## src/rtl/ecc_trap_pkg.sv

```systemverilog
package ecc_trap_pkg;
  localparam logic [7:0] OP_CLR_STAT  = 8'h1B;
  localparam int         STAT_W       = 8;
  localparam int         STAT_DBE_BIT = 0;

  typedef enum logic [1:0] {
    EV_NONE = 2'd0,
    EV_SBE  = 2'd1,
    EV_DBE  = 2'd2
  } ecc_ev_e;
endpackage

```

## src/rtl/ecc_evt_decode.sv

```systemverilog
module ecc_evt_decode
  import ecc_trap_pkg::*;
#(
  parameter int ADDR_W = 24,
  parameter int OFS_W  = 3,
  localparam int UNIT_W = ADDR_W - OFS_W
) (
  input  logic              rd_evt,
  input  logic              sbe_flag,
  input  logic              dbe_flag,
  input  logic [ADDR_W-1:0] byte_addr,
  input  logic              cmd_stb,
  input  logic [7:0]        cmd_op,
  output ecc_ev_e           ev_kind,
  output logic              dbe_evt,
  output logic              clr_req,
  output logic [UNIT_W-1:0] unit_addr
);
  function automatic logic [UNIT_W-1:0] to_unit(input logic [ADDR_W-1:0] a);
    logic [ADDR_W-1:0] sh;
    sh = a >> OFS_W;
    return sh[UNIT_W-1:0];
  endfunction

  always_comb begin
    if (!rd_evt)        ev_kind = EV_NONE;
    else if (dbe_flag)  ev_kind = EV_DBE;
    else if (sbe_flag)  ev_kind = EV_SBE;
    else                ev_kind = EV_NONE;
  end

  assign dbe_evt   = (ev_kind == EV_DBE);
  assign clr_req   = cmd_stb && (cmd_op == OP_CLR_STAT);
  assign unit_addr = to_unit(byte_addr);
endmodule

```

## src/rtl/ecc_stat_reg.sv

```systemverilog
module ecc_stat_reg
  import ecc_trap_pkg::*;
(
  input  logic              clk,
  input  logic              rst_n,
  input  logic              clr_all,
  input  logic              dbe_evt,
  input  logic              clr_req,
  output logic [STAT_W-1:0] stat_q
);
  logic dbe_flag_q;

  function automatic logic next_flag(input logic cur, input logic ev, input logic clr);
    if (ev)       return 1'b1;
    else if (clr) return 1'b0;
    else          return cur;
  endfunction

  always_ff @(posedge clk or negedge rst_n) begin
    if (!rst_n)       dbe_flag_q <= 1'b0;
    else if (clr_all) dbe_flag_q <= 1'b0;
    else              dbe_flag_q <= next_flag(dbe_flag_q, dbe_evt, clr_req);
  end

  for (genvar b = 0; b < STAT_W; b++) begin : g_bits
    if (b == STAT_DBE_BIT) begin : g_dbe
      assign stat_q[b] = dbe_flag_q;
    end else begin : g_zero
      assign stat_q[b] = 1'b0;
    end
  end


  dbe_sets_flag_chk: assert property (@(posedge clk) disable iff (!rst_n)
    dbe_evt && !clr_all |=> stat_q[STAT_DBE_BIT]);

  clear_drops_flag_chk: assert property (@(posedge clk) disable iff (!rst_n)
    clr_req && !dbe_evt && !clr_all |=> !stat_q[STAT_DBE_BIT]);

  event_beats_clear_chk: assert property (@(posedge clk) disable iff (!rst_n)
    clr_req && dbe_evt && !clr_all |=> stat_q[STAT_DBE_BIT]);
endmodule

```

## src/rtl/ecc_addr_trap.sv

```systemverilog
module ecc_addr_trap #(
  parameter int UNIT_W = 21
) (
  input  logic              clk,
  input  logic              rst_n,
  input  logic              clr_all,
  input  logic              dbe_evt,
  input  logic [UNIT_W-1:0] unit_addr,
  output logic              trap_vld,
  output logic [UNIT_W-1:0] trap_addr
);
  logic capture;
  assign capture = dbe_evt && !trap_vld;

  always_ff @(posedge clk or negedge rst_n) begin
    if (!rst_n) begin
      trap_vld  <= 1'b0;
      trap_addr <= '0;
    end else if (clr_all) begin
      trap_vld  <= 1'b0;
      trap_addr <= '0;
    end else if (capture) begin
      trap_vld  <= 1'b1;
      trap_addr <= unit_addr;
    end
  end


  first_capture_chk: assert property (@(posedge clk) disable iff (!rst_n)
    dbe_evt && !trap_vld && !clr_all |=> trap_vld && (trap_addr == $past(unit_addr)));

  trap_frozen_chk: assert property (@(posedge clk) disable iff (!rst_n)
    trap_vld && !clr_all |=> trap_vld && $stable(trap_addr));
endmodule

```

## src/rtl/ecc_dbe_counter.sv

```systemverilog
module ecc_dbe_counter #(
  parameter int CNT_W = 16
) (
  input  logic             clk,
  input  logic             rst_n,
  input  logic             clr_all,
  input  logic             dbe_evt,
  output logic [CNT_W-1:0] cnt
);
  localparam logic [CNT_W-1:0] CNT_MAX = '1;

  function automatic logic [CNT_W-1:0] sat_inc(input logic [CNT_W-1:0] v);
    return (v == CNT_MAX) ? v : v + 1'b1;
  endfunction

  always_ff @(posedge clk or negedge rst_n) begin
    if (!rst_n)       cnt <= '0;
    else if (clr_all) cnt <= '0;
    else if (dbe_evt) cnt <= sat_inc(cnt);
  end


  count_step_chk: assert property (@(posedge clk) disable iff (!rst_n)
    dbe_evt && !clr_all && (cnt != CNT_MAX) |=> cnt == CNT_W'($past(cnt) + 1'b1));

  no_wrap_chk: assert property (@(posedge clk) disable iff (!rst_n)
    (cnt == CNT_MAX) && !clr_all |=> cnt == CNT_MAX);
endmodule

```

## src/rtl/ecc_err_trap.sv

```systemverilog
module ecc_err_trap
  import ecc_trap_pkg::*;
#(
  parameter int ADDR_W = 24,
  parameter int CNT_W  = 16,
  localparam int OFS_W  = 3,
  localparam int UNIT_W = ADDR_W - OFS_W
) (
  input  logic              clk,
  input  logic              rst_n,
  input  logic              sw_reset,
  input  logic              lp_exit,
  input  logic              rd_evt,
  input  logic              sbe_flag,
  input  logic              dbe_flag,
  input  logic [ADDR_W-1:0] byte_addr,
  input  logic              cmd_stb,
  input  logic [7:0]        cmd_op,
  output logic [7:0]        stat_q,
  output logic              trap_vld,
  output logic [UNIT_W-1:0] trap_addr,
  output logic [CNT_W-1:0]  dbe_cnt
);
  ecc_ev_e           ev_kind;
  logic              dbe_evt;
  logic              clr_req;
  logic              clr_all;
  logic [UNIT_W-1:0] unit_addr;

  assign clr_all = sw_reset || lp_exit;

  ecc_evt_decode #(.ADDR_W(ADDR_W), .OFS_W(OFS_W)) u_dec (
    .rd_evt(rd_evt), .sbe_flag(sbe_flag), .dbe_flag(dbe_flag),
    .byte_addr(byte_addr), .cmd_stb(cmd_stb), .cmd_op(cmd_op),
    .ev_kind(ev_kind), .dbe_evt(dbe_evt), .clr_req(clr_req),
    .unit_addr(unit_addr)
  );

  ecc_stat_reg u_stat (
    .clk(clk), .rst_n(rst_n), .clr_all(clr_all),
    .dbe_evt(dbe_evt), .clr_req(clr_req), .stat_q(stat_q)
  );

  ecc_addr_trap #(.UNIT_W(UNIT_W)) u_trap (
    .clk(clk), .rst_n(rst_n), .clr_all(clr_all), .dbe_evt(dbe_evt),
    .unit_addr(unit_addr), .trap_vld(trap_vld), .trap_addr(trap_addr)
  );

  ecc_dbe_counter #(.CNT_W(CNT_W)) u_cnt (
    .clk(clk), .rst_n(rst_n), .clr_all(clr_all),
    .dbe_evt(dbe_evt), .cnt(dbe_cnt)
  );


  reset_pulse_clears_chk: assert property (@(posedge clk) disable iff (!rst_n)
    clr_all |=> (dbe_cnt == '0) && !trap_vld && (trap_addr == '0) && !stat_q[STAT_DBE_BIT]);

  sbe_no_effect_chk: assert property (@(posedge clk) disable iff (!rst_n)
    (ev_kind == EV_SBE) && !clr_all && !clr_req |=> $stable(stat_q) && $stable(dbe_cnt) && $stable(trap_addr));

  upper_stat_zero_chk: assert property (@(posedge clk) disable iff (!rst_n)
    stat_q[7:1] == 7'd0);
endmodule

```

## config.mk

```make
export PLATFORM = sky130hd
export DESIGN_NAME = ecc_err_trap
export DESIGN_NICKNAME = d
export VERILOG_FILES = /design/src/rtl/ecc_trap_pkg.sv /design/src/rtl/ecc_evt_decode.sv /design/src/rtl/ecc_stat_reg.sv /design/src/rtl/ecc_addr_trap.sv /design/src/rtl/ecc_dbe_counter.sv /design/src/rtl/ecc_err_trap.sv
export SDC_FILE = /design/constraint.sdc
export NUM_CORES = 1
export LEC_CHECK = 0
export ABC_AREA = 1
export BUFFER_PORTS_ARGS = -buffer_cell sky130_fd_sc_hd__buf_2
export CAP_MARGIN = 10
export CORE_MARGIN = 2
export CORE_UTILIZATION = 51
export CTS_CLUSTER_DIAMETER = 40
export DETAILED_ROUTE_END_ITERATION = 10
export PLACE_DENSITY = 0.81
export SYNTH_ARGS = -nofsm -noshare
export SYNTH_HDL_FRONTEND = slang
export SYNTH_HIERARCHICAL = 1
export SYNTH_SLANG_ARGS = --single-unit
export TNS_END_PERCENT = 100
```

## constraint.sdc

```tcl
create_clock -name clk -period 1.8 [get_ports clk]
set_clock_uncertainty 0.1 [all_clocks]
set_input_delay 0.18 -clock clk [delete_from_list [all_inputs] [get_ports clk]]
set_output_delay 0.18 -clock clk [all_outputs]
set_load 0.03 [all_outputs]
```

==> flow_summary_export.csv <==
group,metric,value,unit
timing,hold_viol_final,0,
detailed_routing,wl_per_cell,12.0,µm
timing,finalCritPeriodShare,0.938,
layout,nets,392,
synth,synthCells,299,
detailed_routing,vias_per_cell,5.02,
min_path,hp-class,"primary input to flip-flop",
layout,antennaDiodeCount,0,
global_routing,track_usage,0.204,
layout,nFillCells,467,
floorplan,floorplan.initialDensity,0.529,
timing,period_needed,1.69,ns
global_routing,grt_max_degree,43,
synth,avgSynthCellArea,8.41,µm²
timing,tightestPinTransition,0.609,ns
floorplan,die_h,74.2,µm
placed_design,routabilityCongestion,0.876,
detailed_routing,drc_errors,0,
synth,yosysWarnings,6,
cts,cts_setup_buffers,0,
pwr,clockPowerShare,0.339,
setup_path,worstSetupPathType,"flip-flop to flip-flop",
timing,slew_violations,0,
layout,fin_util,0.590,
synth,syn-cell-area,2510,µm²
floorplan,io_pins,86,
cts,cts_inserted_buffers,5,
timing,relSlewSlack,0.593,
setup_path,critPathLaunchType,"flip-flop",
layout,drive_gt1_frac,0.392,
detailed_routing,ant_nets,0,
run,cap_violations,0,
placed_design,post-dp-hpwl,3.57,mm
cts,clk_path_buf_depth,2,
outcome,status,"finished clean",
timing,max_freq,592,MHz
layout,area_delta_synth_final,11.6,%
setup_path,cp.arrival,1.81,ns
timing,hold_ws,0.0288,ns
detailed_routing,dr.pass1.iters,4,
cts,clkSinkCount,39,
pwr,p_leak,1.48,nW
global_routing,grt_pass1_vias,2022,
detailed_routing,dr_total_vias,2104,
cts,htreeDepth,2,
setup_path,cp_max_fo,25,
pwr,p_int,1.23,mW
placed_design,numPortBuffers,74,
cts,clk_latency,0.29,ns
detailed_routing,drt_iter0_markers,102,
pwr,ir_worst_vdd,0.380,mV
setup_path,cp-end-kind,"flip-flop",
floorplan,die-width,74.2,µm
detailed_routing,wirelength,5.02,mm
pwr,p_sw,0.494,mW
cts,clk_pin_slew,0.08,ns
pwr,switching_share,0.287,
pwr,p_seq_frac,0.524,
timing,rsz0062_at_grt,"true",
global_routing,grt_pass1_wl,8.83,mm
floorplan,placement_rows,25,
timing,finalSetupViolations,0,
setup_path,cp.required,1.92,ns
global_routing,grt_overflow,0,
floorplan,core-area,4750,µm²
pwr,p_per_area,613,nW/µm²
cts,cts_tree,"done",
cts,ctsRootBufferMaster,"clkbuf_8",
timing,final.setup.tns,0,ns
pwr,pwr-share-comb,0.136,
global_routing,antenna_found_initial,0,
floorplan,dieArea,5510,µm²
-- worst max-delay path, stage by stage, from the launching register on --
cell and delay [ns]:
dfrtp_2 0.41, ha_2 0.21, nand2_2 0.08, nor2_4 0.16, nand2_4 0.09, nor2_4 0.14, nand2_4 0.08, nand2_8 0.18
nand2_1 0.10, o21ai_2 0.06
-- area by class of cell --
class,instances,area [µm²],share of cell area
multi-input cells,201,1140,0.405
flip-flops and latches,39,978,0.349
repair buffers,81,438,0.156
inverters,23,86.3,0.0308
well taps,67,83.8,0.0299
clock buffers,5,68.8,0.0245
clock inverters,3,15.0,0.00535
-- cells in the final DEF (no fill, tap or decap) --
master,instances
nand2_1,76
buf_2,74
dfrtp_1,37
nand4_1,24
inv_1,21
nand3_2,19
nand3_1,17
nor2_1,16
o21ai_2,10
conb_1,7
clkbuf_8,5
buf_4,5
nand2_2,5
o21bai_1,4
o21ai_0,4
clkinv_2,3
nor2_4,3
o21ai_1,3
nand2_4,2
a21oi_1,2
xor2_1,2
dfrtp_2,2
nor2_2,2
a21oi_2,2
inv_2,2
dlygate4sd3_1,1
nand2_8,1
or2_2,1
ha_2,1
buf_12,1
-- per-stage QoR --
step	total power [mW]	setup WS (ns)	instances	instance area (µm²)
3_3_place_gp	1.15	0.149	410	2710
2_1_floorplan	1.12	0.00196	305	2540
4_1_cts	1.75	0.0658	419	2800
5_1_grt	1.80	-0.00540	419	2810
6_report	1.72	0.111	419	2810
3_5_place_dp	1.16	0.0886	410	2710
-- registers in the layout (all words and copies together) (netlist names) --
register,flops
u_trap/trap_vld,1
u_stat/dbe_flag_q,1
u_trap/trap_addr,21
u_cnt/cnt,16
-- per-layer routing --
metal,global-route usage,vias to the layer above,share of wire
met5,0,-,0
met4,0.0635,0,0.0096
met1,0.249,990,0.43
met2,0.354,64,0.50
met3,0.0542,5,0.061
li1,-,1045,-
-- power by group through the flow --
stage | registers (mW) | clock network, mW | logic [mW]
after floorplan | 0.947 | 0 | 0.176
after CTS | 0.903 | 0.607 | 0.237
after detailed placement | 0.920 | 0 | 0.236
final | 0.903 | 0.584 | 0.235
after global routing | 0.905 | 0.635 | 0.260
after global placement | 0.919 | 0 | 0.231
-- worst paths after layout --
kind / startpoint / end / slack (ns) / depth (start not counted)
worst max-delay path: u_cnt/cnt[0] / u_cnt/cnt[7] / 0.11 / 9
worst min-delay path: byte_addr[19] / u_trap/trap_addr[16] / 0.03 / 3
worst max register to register: u_cnt/cnt[0] / u_cnt/cnt[7] / 0.11 / 9
worst min register to register: u_trap/trap_addr[7] / u_trap/trap_addr[7] / 0.41 / 2
max in group asynchronous: rst_n / u_trap/trap_vld / 0.88 / 3
min in group asynchronous: rst_n / u_cnt/cnt[0] / 0.36 / 3
-- repair_timing --
action                                  CTS  global route
resized for setup                         0             2
hold endpoints to repair                 39             0
endpoints found under the setup margin    0            16
hold buffers                              1             0
Power figures use the tool's default switching activity.
